--- src/rtl/burst_col_pkg.sv ---
package burst_col_pkg;
  parameter int COL_W = 3;
  localparam int BURST_SLOTS = 1 << COL_W;
  localparam logic [COL_W-1:0] LAST_BEAT = COL_W'(BURST_SLOTS - 1);

  typedef enum logic [1:0] {
    BL_FIXED8 = 2'b00,
    BL_ONFLY  = 2'b01,
    BL_FIXED4 = 2'b10,
    BL_RSVD   = 2'b11
  } burstLen_e;

  // strobes handed from control to datapath
  typedef struct packed {
    logic             active;
    logic [COL_W-1:0] beat;
    logic             isWrite;
    logic             chop;
    logic             fixedChop;
    logic             interleave;
    logic [COL_W-1:0] ca;
  } beatCtl_t;
endpackage

--- src/rtl/bcg_ctrl.sv ---
module bcg_ctrl
  import burst_col_pkg::*;
(
  input  logic             clk,
  input  logic             rstN,
  input  logic             cmdValid,
  input  logic             cmdWrite,
  input  logic             cmdChopN,
  input  logic [COL_W-1:0] startCol,
  input  logic [1:0]       modeBurstLen,
  input  logic             typeInterleave,
  output beatCtl_t         ctl,
  output logic             busyReject,
  output logic             modeErr
);
  logic lastBeat;
  logic accept;
  logic errQ;
  logic chopSel;
  logic fixedSel;
  burstLen_e blMode;

  assign blMode     = burstLen_e'(modeBurstLen);
  assign lastBeat   = ctl.active && (ctl.beat == LAST_BEAT);
  assign accept     = cmdValid && (!ctl.active || lastBeat);
  assign busyReject = cmdValid && ctl.active && !lastBeat;
  assign modeErr    = ctl.active && errQ;

  always_comb begin
    chopSel  = 1'b0;
    fixedSel = 1'b0;
    unique case (blMode)
      BL_FIXED8: chopSel = 1'b0;
      BL_FIXED4: begin chopSel = 1'b1; fixedSel = 1'b1; end
      BL_ONFLY:  chopSel = !cmdChopN;
      BL_RSVD:   chopSel = 1'b0;
      default:   chopSel = 1'b0;
    endcase
  end

  always_ff @(posedge clk) begin
    if (!rstN) begin
      ctl  <= '0;
      errQ <= 1'b0;
    end else if (accept) begin
      ctl.active     <= 1'b1;
      ctl.beat       <= '0;
      ctl.isWrite    <= cmdWrite;
      ctl.chop       <= chopSel;
      ctl.fixedChop  <= fixedSel;
      ctl.interleave <= typeInterleave;
      ctl.ca         <= startCol;
      errQ           <= (blMode == BL_RSVD);
    end else if (ctl.active) begin
      ctl.beat <= ctl.beat + 1'b1;
      if (lastBeat) ctl.active <= 1'b0;
    end
  end

  // slots advance one per cycle without gaps inside a burst
  a_r10_beat_advance: assert property (@(posedge clk) disable iff (!rstN)
    (ctl.active && ctl.beat != LAST_BEAT) |=> (ctl.active && ctl.beat == $past(ctl.beat) + 1'b1));
  // a refused command leaves the running burst untouched
  a_r11_reject_keeps_burst: assert property (@(posedge clk) disable iff (!rstN)
    busyReject |=> (ctl.active && $stable(ctl.ca) && $stable(ctl.isWrite) && $stable(ctl.chop)));
  // reserved code never chops
  a_r8_rsvd_full: assert property (@(posedge clk) disable iff (!rstN)
    modeErr |-> (!ctl.chop && !ctl.fixedChop));
  // only fixed chop pulls the write start in
  a_r9_fixed_implies_chop: assert property (@(posedge clk) disable iff (!rstN)
    (ctl.active && ctl.fixedChop) |-> ctl.chop);
endmodule

--- src/rtl/bcg_datapath.sv ---
module bcg_datapath
  import burst_col_pkg::*;
#(
  parameter int EARLY_SLOTS = 2
) (
  input  logic             clk,
  input  logic             rstN,
  input  beatCtl_t         ctl,
  output logic [COL_W-1:0] colIdx,
  output logic             dataValid,
  output logic             driveEn,
  output logic             wrRecStart
);
  localparam logic [COL_W-1:0] EARLY_BEAT = COL_W'(BURST_SLOTS - 1 - EARLY_SLOTS);

  logic             upperHalf;
  logic [COL_W-2:0] lowBits;
  logic [COL_W-1:0] rawCol;

  assign upperHalf = ctl.beat[COL_W-1];
  assign lowBits   = ctl.beat[COL_W-2:0];

  always_comb begin
    if (ctl.isWrite) begin
      rawCol = ctl.chop ? {ctl.ca[COL_W-1], lowBits} : ctl.beat;
    end else if (ctl.interleave) begin
      rawCol = ctl.ca ^ ctl.beat;
    end else begin
      rawCol = {ctl.ca[COL_W-1] ^ upperHalf, ctl.ca[COL_W-2:0] + lowBits};
    end
  end

  assign dataValid  = ctl.active && !(ctl.chop && upperHalf);
  assign driveEn    = dataValid && !ctl.isWrite;
  assign colIdx     = dataValid ? rawCol : '0;
  assign wrRecStart = ctl.active && ctl.isWrite &&
                      (ctl.beat == (ctl.fixedChop ? EARLY_BEAT : LAST_BEAT));

  // nothing leaves the block while idle
  a_r1_idle_quiet: assert property (@(posedge clk) disable iff (!rstN)
    !ctl.active |-> (!dataValid && !driveEn && !wrRecStart && colIdx == '0));
  // chopped read slots past the first half stay off the bus
  a_r4_chop_tristate: assert property (@(posedge clk) disable iff (!rstN)
    (ctl.active && !ctl.isWrite && ctl.chop && upperHalf) |-> (!driveEn && !dataValid));
  // the device never drives during a write
  a_r5_write_no_drive: assert property (@(posedge clk) disable iff (!rstN)
    (ctl.active && ctl.isWrite) |-> !driveEn);
  // the write reference pulse lasts a single slot
  a_r9_single_pulse: assert property (@(posedge clk) disable iff (!rstN)
    wrRecStart |=> !wrRecStart);
endmodule

--- src/rtl/burst_col_gen.sv ---
module burst_col_gen
  import burst_col_pkg::*;
#(
  parameter int EARLY_SLOTS = 2
) (
  input  logic             clk,
  input  logic             rstN,
  input  logic             cmdValid,
  input  logic             cmdWrite,
  input  logic             cmdChopN,
  input  logic [COL_W-1:0] startCol,
  input  logic [1:0]       modeBurstLen,
  input  logic             typeInterleave,
  output logic             beatValid,
  output logic [COL_W-1:0] colIdx,
  output logic             dataValid,
  output logic             driveEn,
  output logic             wrRecStart,
  output logic             busyReject,
  output logic             modeErr
);
  beatCtl_t ctl;

  bcg_ctrl u_ctrl (
    .clk           (clk),
    .rstN          (rstN),
    .cmdValid      (cmdValid),
    .cmdWrite      (cmdWrite),
    .cmdChopN      (cmdChopN),
    .startCol      (startCol),
    .modeBurstLen  (modeBurstLen),
    .typeInterleave(typeInterleave),
    .ctl           (ctl),
    .busyReject    (busyReject),
    .modeErr       (modeErr)
  );

  bcg_datapath #(.EARLY_SLOTS(EARLY_SLOTS)) u_dp (
    .clk       (clk),
    .rstN      (rstN),
    .ctl       (ctl),
    .colIdx    (colIdx),
    .dataValid (dataValid),
    .driveEn   (driveEn),
    .wrRecStart(wrRecStart)
  );

  assign beatValid = ctl.active;
endmodule

--- config.mk ---
export PLATFORM = sky130hd
export DESIGN_NAME = burst_col_gen
export DESIGN_NICKNAME = d
export VERILOG_FILES = /design/src/rtl/burst_col_pkg.sv /design/src/rtl/bcg_ctrl.sv /design/src/rtl/bcg_datapath.sv /design/src/rtl/burst_col_gen.sv
export SDC_FILE = /design/constraint.sdc
export NUM_CORES = 1
export LEC_CHECK = 0
export BUFFER_PORTS_ARGS = -buffer_cell sky130_fd_sc_hd__buf_2
export CORE_MARGIN = 5
export CORE_UTILIZATION = 53
export CTS_BUF_LIST = sky130_fd_sc_hd__clkbuf_4
export DETAILED_ROUTE_END_ITERATION = 7
export GPL_TIMING_DRIVEN = 0
export MAX_ROUTING_LAYER = met4
export PLACE_DENSITY_LB_ADDON = 0.2
export SYNTH_ARGS = -nofsm -noshare
export SYNTH_HDL_FRONTEND = slang
export SYNTH_HIERARCHICAL = 1
export SYNTH_SLANG_ARGS = --single-unit
--- constraint.sdc ---
create_clock -name clk -period 1.7 [get_ports clk]
set_input_delay 0.34 -clock clk [delete_from_list [all_inputs] [get_ports clk]]
set_output_delay 0.34 -clock clk [all_outputs]
set_load 0.005 [all_outputs]
==> qor.csv, run 1 <==
stage,metric,value,unit
grt,grt_overflow,0,
finish,fill_cells,118,
finish,fin_nets,126,
worst_setup_path,rrSetupSlack,310,ps
power,p_per_area,668.0,nW/um^2
power,power,604.3,uW
outcome,violations,setup timing,
yosys,syn-instance-count,84,
finish,fin_area,904.6,um^2
cts,cts_made_buffers,3,
timing,tightest_slew,472.7,ps
yosys,ys_seq_elements,12,
grt,grt_pass1_wl,2628,um
timing,timing.final.max_slew_violations,0,
grt,gr-usage-met1,19.68,%
timing,hold_ws,328.7,ps
place,globalplace.congestion,0.7398,
timing,fin_crit_sh,105.9,%
yosys,ys_warn_count,6,
power,ir_drop,0.0003779,V
route,wire_per_inst,13.60,um
worst_setup_path,reg2reg_depth,6,
grt,use_met3,3.448,%
cts,cts-htree-levels,1,
timing,rsz0062_at_grt,true,
grt,grt_use_total,18.03,%
cts,numClockSinks,12,
worst_setup_path,reg2reg_from,u_ctrl/ctl[8],
floorplan,pin_count,20,
min_path,min_path_type,in2reg,
finish,final-seq-area,246.5,um^2
timing,hold_violations,0,
route,drc,0,
timing,setup_viol,1,
place,dp_hpwl,1190,um
timing,final.setup_skew,3.016,ps
yosys,yosysTopAreaCell,dfxtp_1,
grt,grt.met2_usage,30.35,%
place,place_area,847.1,um^2
timing,slew_headroom,68.48,%
floorplan,die-height,47.20,um
worst_setup_path,cp-endpoint,colIdx[1],
yosys,ys_types,24,
floorplan,coreArea,1301,um^2
floorplan,fp.dieArea,2227,um^2
cts,clock_path_buffers,2,
yosys,synthTopCellsByArea,"dfxtp_1 33%, ha_1 10%, mux2i_1 8.2%, a21oi_1 6.1%, nand3_1 5.5%",
finish,area_growth,23.38,%
cts,cts_tree,yes,
route,vias,667,
place,pre_cts_ws,68.40,ps
worst_setup_path,setup.worst_path.start_class,flop,
worst_setup_path,worst_setup_path_end_kind,output port,
worst_setup_path,crit_type,reg2out,
grt,grt_start_max_net_pins,13,
finish,fin_cells,122,
worst_setup_path,critical_path_arrival,1460,ps
place,portBuffers,19,
finish,drive_gt1_share,37.38,%
min_path,min_from,startCol[0],
yosys,synth_top_cell_area_share,32.76,%
grt,top_usage_layer,met2,
route,routed_via_density,5.467,
timing,timing.fmax,0.5556,GHz
place,place_inst,118,
worst_setup_path,critPathMaxFanout,2,
power,power_leakage,0.0004009,uW
finish,multi_input_area,449.2,um^2
yosys,synthesis.nets,101,
finish,antennaDiodeCount,0,
flow_run,cap_violations,0,
route,wirelength,1659,um
worst_setup_path,worst-endpoint-required,1360,ps
grt,antenna_found_initial,0,
cts,clk_pin_slew,70,ps
route,ant_nets,0,
floorplan,start_util,56.35,%
timing,setup_slack,-100.0,ps
floorplan,die_w,47.20,um
timing,finalCriticalPeriod,1800,ps
yosys,synthesis.area,733.2,um^2
cts,clockRootBuffer,clkbuf_4,
worst_setup_path,r2r-end,u_ctrl/ctl[2],
cts,clock_latency,260,ps
floorplan,row_count,13,
yosys,avgSynthCellArea,8.729,um^2
worst_setup_path,crit_start,u_ctrl/ctl[0],
route,dr.pass1.iters,4,
grt,grt_pass1_vias,620,
outcome,status,finished with violations,
route,drtIter0Drc,17,
yosys,ys_seq_area_share,32.76,%
## cells by family after synthesis
group           after synthesis  share of synthesized area, %
compound gates               23                         19.97
xor+xnor                      2                         2.390
fa+ha+maj                     6                         10.24
buf+inv                      12                         9.383
flops                        12                         32.76
mux                           6                         8.191
simple gates                 23                         17.07
## worst max-delay path: stages (launching register included)
cell and delay, ps:
dfxtp_2 360, ha_4 130, nor2b_4 130, mux2i_1 250
mux2i_1 200, buf_2 120
## worst min path at each step
stage	to	slack, ps	cells past startpoint
2_1_floorplan	u_ctrl/errQ	450	2
3_3_place_gp	u_ctrl/errQ	470	2
3_5_place_dp	u_ctrl/errQ	470	2
4_1_cts	u_ctrl/ctl[0]	320	3
5_1_grt	u_ctrl/ctl[0]	320	3
6_report	u_ctrl/ctl[0]	330	3
## Yosys cell counts
cell type and instances:
nor2_1 5, and2b_4 1, nand2b_4 1, nand4_1 1, a211oi_2 3, dfxtp_1 12, ha_1 6, inv_1 6
nor2b_1 2, buf_2 1, nand2b_1 1, inv_2 1, mux2i_1 6, o21ai_1 8, a21boi_1 1, xnor2_1 2
o211ai_1 1, a211o_1 1, clkbuf_1 1, nand3_1 8, buf_6 3, and2_1 1, a21oi_1 9, nand2_1 3
## registers in the layout, summed over array words and instances, names as in the netlist
name / cells
u_ctrl/ctl: 11
u_ctrl/errQ: 1
## cell usage in the layout (no fill, tap or decap), types with 4 or more instances in the layout
cell,Yosys,layout
inv_1,6,6
dfxtp_1,12,9
mux2i_1,6,6
o21ai_1,8,8
buf_2,1,20
ha_1,6,4
nand3_1,8,8
a21oi_1,9,9
nor2_1,5,4
## stage by stage
| step | setup TNS, ps | util [%] |
|---|---|---|
| 6_report | -100.0 | 69.52 |
| 5_1_grt | -227.7 | 69.52 |
| 4_1_cts | -82.12 | 68.37 |
| 3_5_place_dp | 0 | 65.10 |
| 3_3_place_gp | 0 | 65.10 |
| 2_1_floorplan | 0 | - |
## layer usage
| metal | vias up | share of wire, % |
|---|---|---|
| li1 | 338 | - |
| met1 | 301 | 42 |
| met2 | 26 | 50 |
| met3 | 2 | 6.9 |
| met4 | 0 | 1.0 |
| met5 | - | 0 |
## repair_timing
action,CTS,global route
setup endpoints to repair,2,2
setup buffers,2,0
hold buffers,0,0
gates resized for setup,7,3
## area by class of cell
| cell class | instances | share of cell area (%) |
|---|---|---|
| Multi-Input combinational cell | 60 | 49.65 |
| Timing Repair Buffer | 21 | 12.17 |
| Sequential cell | 12 | 27.25 |
| Clock buffer | 3 | 2.490 |
| Tap cell | 15 | 2.075 |
| Inverter | 7 | 2.905 |
| Buffer | 4 | 3.458 |
## power breakdown
group	internal [uW]	leakage (uW)	switching, uW
clock network	81.8	0.0000138	86.2
logic	59.4	0.000287	67.6
registers	295	0.0000998	13.9
Power figures use the tool's default switching activity.
==> run 2: changes to the inputs <==
GPL_TIMING_DRIVEN = 1   (was 0)
==> run 2 against run 1 <==
Effect of this change: the run still ends with setup timing left; final cell count decreased by 0.82%; register-to-register slack got worse by 40 ps; maximum frequency increased by 2.7%; sequential cell count unchanged; sequential share of layout area decreased by 0.60 points; global-route usage increased by 0.69 points; clock skew increased by 3.8 ps; clock power increased by 5%; first-iteration DRC count decreased by 24%; worst setup slack improved by 47 ps.
==> qor.csv, run 2 (synthesis gave the netlist of run 1 again) <==
stage,metric,value,unit
outcome,status,finished with violations,
outcome,violations,setup timing,
cts,cts_made_buffers,3,
worst_setup_path,setup.worst_path.start_class,flop,
timing,timing.final.max_slew_violations,0,
finish,fin_nets,124,
place,place_area,834.6,um^2
timing,rsz0062_at_grt,true,
finish,largest_reg_flops,11,
timing,final.setup_skew,6.855,ps
power,ir_drop,0.0003813,V
worst_setup_path,worst_setup_path_end_kind,output port,
finish,largest-register,u_ctrl/ctl,
worst_setup_path,reg2reg_from,u_ctrl/ctl[7],
timing,timing.fmax,0.5703,GHz
finish,final-seq-area,242.7,um^2
min_path,min_path_type,in2reg,
route,vias,673,
timing,slew_headroom,71.52,%
min_path,min_to,u_ctrl/ctl[0],
worst_setup_path,crit_top_cell,mux2i_1,
cts,numClockSinks,12,
timing,setup_viol,2,
route,dr.pass1.iters,4,
finish,antennaDiodeCount,0,
route,drtIter0Drc,13,
finish,final_common_cell,buf_2,
cts,cts_tree,yes,
timing,hold_ws,309.7,ps
place,portBuffers,19,
floorplan,die-height,47.20,um
finish,drive_gt1_share,36.79,%
worst_setup_path,rrSetupSlack,270,ps
cts,cts-htree-levels,1,
cts,clockRootBuffer,clkbuf_4,
route,wire_per_inst,13.71,um
worst_setup_path,reg2reg_depth,6,
worst_setup_path,critical_path_arrival,1410,ps
grt,grt_use_total,18.72,%
route,ant_nets,0,
flow_run,cap_violations,0,
place,globalplace.congestion,0.7351,
cts,clk_pin_slew,80,ps
min_path,min_from,startCol[0],
finish,top_regs,"u_ctrl/ctl x11, u_ctrl/errQ x1",
route,wirelength,1659,um
place,dp_hpwl,1163,um
floorplan,fp.dieArea,2227,um^2
timing,finalCriticalPeriod,1753,ps
finish,fin_area,910.9,um^2
worst_setup_path,r2r-end,u_ctrl/ctl[9],
place,place_inst,117,
floorplan,coreArea,1301,um^2
grt,grt_overflow,0,
power,power,611.5,uW
finish,fin_cells,121,
timing,setup_slack,-53.32,ps
power,p_per_area,671.4,nW/um^2
timing,hold_violations,0,
worst_setup_path,worst-endpoint-required,1360,ps
floorplan,pin_count,20,
timing,fin_crit_sh,103.1,%
power,power_leakage,0.0003916,uW
min_path,hold-path-cell-count,3,
floorplan,die_w,47.20,um
timing,tightest_slew,426.7,ps
finish,area_growth,24.23,%
grt,antenna_found_initial,0,
cts,clock_latency,270,ps
finish,fill_cells,105,
finish,mostFrequentLayoutCells,"19 x buf_2, 10 x dfxtp_1, 9 x a21oi_1",
route,drc,0,
worst_setup_path,crit_type,reg2out,
timing,setup_tns,-99.97,ps
grt,grt_start_max_net_pins,13,
cts,clock_path_buffers,2,
worst_setup_path,crit_path_max_incr_delay,360,ps
grt,grt_pass1_wl,2877,um
worst_setup_path,crit_chain,"ha_4, nor2b_4, mux2i_1, mux2i_1, buf_2",
worst_setup_path,slowest_stage,dfxtp_2,
finish,multi_input_area,471.7,um^2
floorplan,row_count,13,
route,routed_via_density,5.562,
worst_setup_path,critPathMaxFanout,2,
grt,grt_pass1_vias,652,
floorplan,start_util,56.35,%
-- run 2: routing by layer --
metal | GRT usage, % | vias up | share of wire (%)
met5 | - | - | 0
met2 | 28.46 | 26 | 45
met4 | 7.182 | 0 | 0
met1 | 23.92 | 314 | 46
li1 | - | 333 | -
met3 | 4.215 | 0 | 8.4
-- run 2: power by group --
part | internal (uW) | switching [uW] | total, uW
sequential | 296 | 14.3 | 310
combinational | 57.5 | 67.9 | 125
clock | 84.8 | 91.1 | 176
-- run 2: final cells by class --
type | count | area share (%)
Multi-Input combinational cell | 60 | 51.79
Sequential cell | 12 | 26.65
Timing Repair Buffer | 23 | 13.74
Inverter | 7 | 2.885
Clock buffer | 3 | 2.473
Tap cell | 15 | 2.060
Clock inverter | 1 | 0.4121
-- run 2: worst max-delay path, delay by kind of cell (launching register included) --
family / cells / cell delay (ps)
mux: 2 / 400
fa+ha+maj: 1 / 130
flops: 1 / 360
buf+inv: 1 / 130
simple gates: 1 / 120
-- run 2: worst max path at each step --
stage / endpoint / depth (start not counted) / slack, ps / startpoint
after floorplan: colIdx[1] / 4 / 250 / u_ctrl/ctl[7]
after global placement: colIdx[1] / 5 / 170 / u_ctrl/ctl[0]
after detailed placement: colIdx[1] / 5 / 170 / u_ctrl/ctl[0]
after CTS: colIdx[1] / 5 / -80 / u_ctrl/ctl[0]
after global routing: colIdx[1] / 5 / -140 / u_ctrl/ctl[0]
final: colIdx[1] / 5 / -50 / u_ctrl/ctl[0]
-- run 2: timing repair --
action	in CTS	in global routing
buffers inserted	0	0
resized for setup	8	3
hold buffers	0	0
setup endpoints to repair	2	2
pin swaps	1	0
-- run 2: through the flow --
step,util [%],setup slack [ps]
floorplan,-,248.8
global placement,64.13,174.8
detailed placement,64.13,174.4
CTS,68.85,-81.47
global route,70.00,-142.0
finish,70.00,-53.32
==> run 3: changes to the inputs <==
PLACE_DENSITY = 0.82   (was not set)
PLACE_DENSITY_LB_ADDON = not set   (was 0.2)
==> run 3 against run 2 <==
Effect of this change: the run still ends with setup timing left; total power decreased by 0.47%; non-clock buffer count unchanged; final area did not move; critical path depth did not move; clock skew fell by 3.3 ps; first-iteration DRC count shrank 38%; core utilization unchanged; critical endpoint unchanged.
==> qor.csv, run 3 (synthesis gave the netlist of run 1 again) <==
stage,metric,value,unit
timing,slew_headroom,72.63,%
timing,hold_ws,315.6,ps
cts,clk_pin_slew,70,ps
power,netSwitchingPower,169.9,uW
finish,mostFrequentLayoutCells,"19 x buf_2, 10 x dfxtp_1, 9 x a21oi_1",
place,dp_hpwl,1177,um
finish,multi_input_area,471.7,um^2
place,pre_cts_ws,177.2,ps
power,switching_share,27.92,%
cts,cts_tree,yes,
cts,numClockSinks,12,
outcome,violations,setup timing,
grt,grt_start_max_net_pins,13,
worst_setup_path,worst-endpoint-required,1360,ps
grt,grt_pass1_vias,595,
timing,timing.final.max_slew_violations,0,
cts,clock_path_buffers,2,
timing,fin_crit_sh,103.2,%
cts,cts-htree-levels,1,
grt,antenna_found_initial,0,
worst_setup_path,reg2reg_depth,6,
min_path,hold-path-cell-count,3,
grt,grt_overflow,0,
timing,setup_viol,2,
timing,setup_slack,-54.85,ps
worst_setup_path,crit_type,reg2out,
route,dr.pass1.iters,6,
worst_setup_path,setup.worst_path.start_class,flop,
grt,grt_pass1_wl,2532,um
power,p_seq_share,50.9,%
floorplan,start_util,56.35,%
route,wire_per_inst,13.17,um
timing,finalCriticalPeriod,1755,ps
route,ant_nets,0,
route,drc,0,
finish,fin_nets,124,
floorplan,fp.dieArea,2227,um^2
timing,tightest_slew,410.1,ps
grt,grt_use_total,16.83,%
floorplan,coreArea,1301,um^2
outcome,status,finished with violations,
place,globalplace.congestion,0.7507,
finish,top_regs,"u_ctrl/ctl x11, u_ctrl/errQ x1",
timing,hold_violations,0,
finish,antennaDiodeCount,0,
finish,fill_cells,109,
route,routed_via_density,5.421,
cts,clock_latency,260,ps
power,internal_power,438.8,uW
timing,final.setup_skew,3.557,ps
power,p_comb_share,20.7,%
floorplan,pin_count,20,
cts,cts_made_buffers,3,
worst_setup_path,critical_path_arrival,1410,ps
finish,drive_gt1_share,36.79,%
timing,rsz0062_at_grt,true,
worst_setup_path,worst_setup_path_end_kind,output port,
power,ir_drop,0.0004035,V
finish,largest_reg_flops,11,
place,portBuffers,19,
finish,largest-register,u_ctrl/ctl,
power,p_clk_share,28.4,%
power,power_leakage,0.0003918,uW
route,drtIter0Drc,8,
route,wirelength,1593,um
timing,timing.fmax,0.5698,GHz
power,p_per_area,668.2,nW/um^2
min_path,min_path_type,in2reg,
power,power,608.7,uW
finish,final_common_cell,buf_2,
route,vias,656,
flow_run,cap_violations,0,
finish,final-seq-area,242.7,um^2
finish,area_growth,24.23,%
floorplan,die_w,47.20,um
floorplan,die-height,47.20,um
worst_setup_path,critPathMaxFanout,2,
cts,clockRootBuffer,clkbuf_4,
floorplan,row_count,13,
finish,final_core_util,70.00,%
==> run 3: cell counts in the layout (fill, tap and decap cells not counted) <==
Identical to the previous run, type by type.
==> run 3: power groups by stage <==
stage	combinational, uW	sequential [uW]	clock [uW]
finish	126	310	173
global route	137	312	198
CTS	123	308	179
detailed placement	119	314	0
global placement	114	313	0
floorplan	83.6	311	0
==> run 3: layout make-up <==
class / count / share of cell area [%]
Timing Repair Buffer: 23 / 13.74
Multi-Input combinational cell: 60 / 51.79
Inverter: 7 / 2.885
Tap cell: 15 / 2.060
Sequential cell: 12 / 26.65
Clock buffer: 3 / 2.473
Clock inverter: 1 / 0.4121
==> run 3: final timing paths <==
| kind | start | end | slack (ps) |
|---|---|---|---|
| max | u_ctrl/ctl[7] | colIdx[1] | -50 |
| min | startCol[0] | u_ctrl/ctl[0] | 320 |
| max reg2reg | u_ctrl/ctl[7] | u_ctrl/ctl[8] | 270 |
| min reg2reg | u_ctrl/errQ | u_ctrl/errQ | 480 |
==> run 3: stage by stage <==
| stage | std cells | TNS [ps] | area, um^2 |
|---|---|---|---|
| finish | 121 | -66.76 | 910.9 |
| CTS | 121 | -90.03 | 895.9 |
| floorplan | 84 | 0 | 733.2 |
| global placement | 117 | 0 | 834.6 |
| global route | 121 | -236.1 | 910.9 |
| detailed placement | 117 | 0 | 834.6 |
==> run 3: what timing repair did <==
item / in CTS / in global routing
hold buffers: 0 / 0
resized for setup: 8 / 3
pin swaps: 0 / 1
setup endpoints to repair: 2 / 2
setup buffers: 0 / 0
gates cloned: 0 / 0
==> run 3: critical path, stage by stage (launching register included) <==
cell     delay (ps)
dfxtp_2         350
ha_4            130
nor2b_4         120
mux2i_1         220
mux2i_1         200
buf_2           130
==> run 3: routing by layer <==
layer  track usage, %  vias to the layer above  part of all wire, %  wire [um]
li1                 -                      338                    -          -
met1            19.91                      296                   44        708
met2            27.64                       22                   48        766
met3            4.215                        0                  7.4        118
met4            5.525                        0                    0          0
met5                -                        -                    0          0
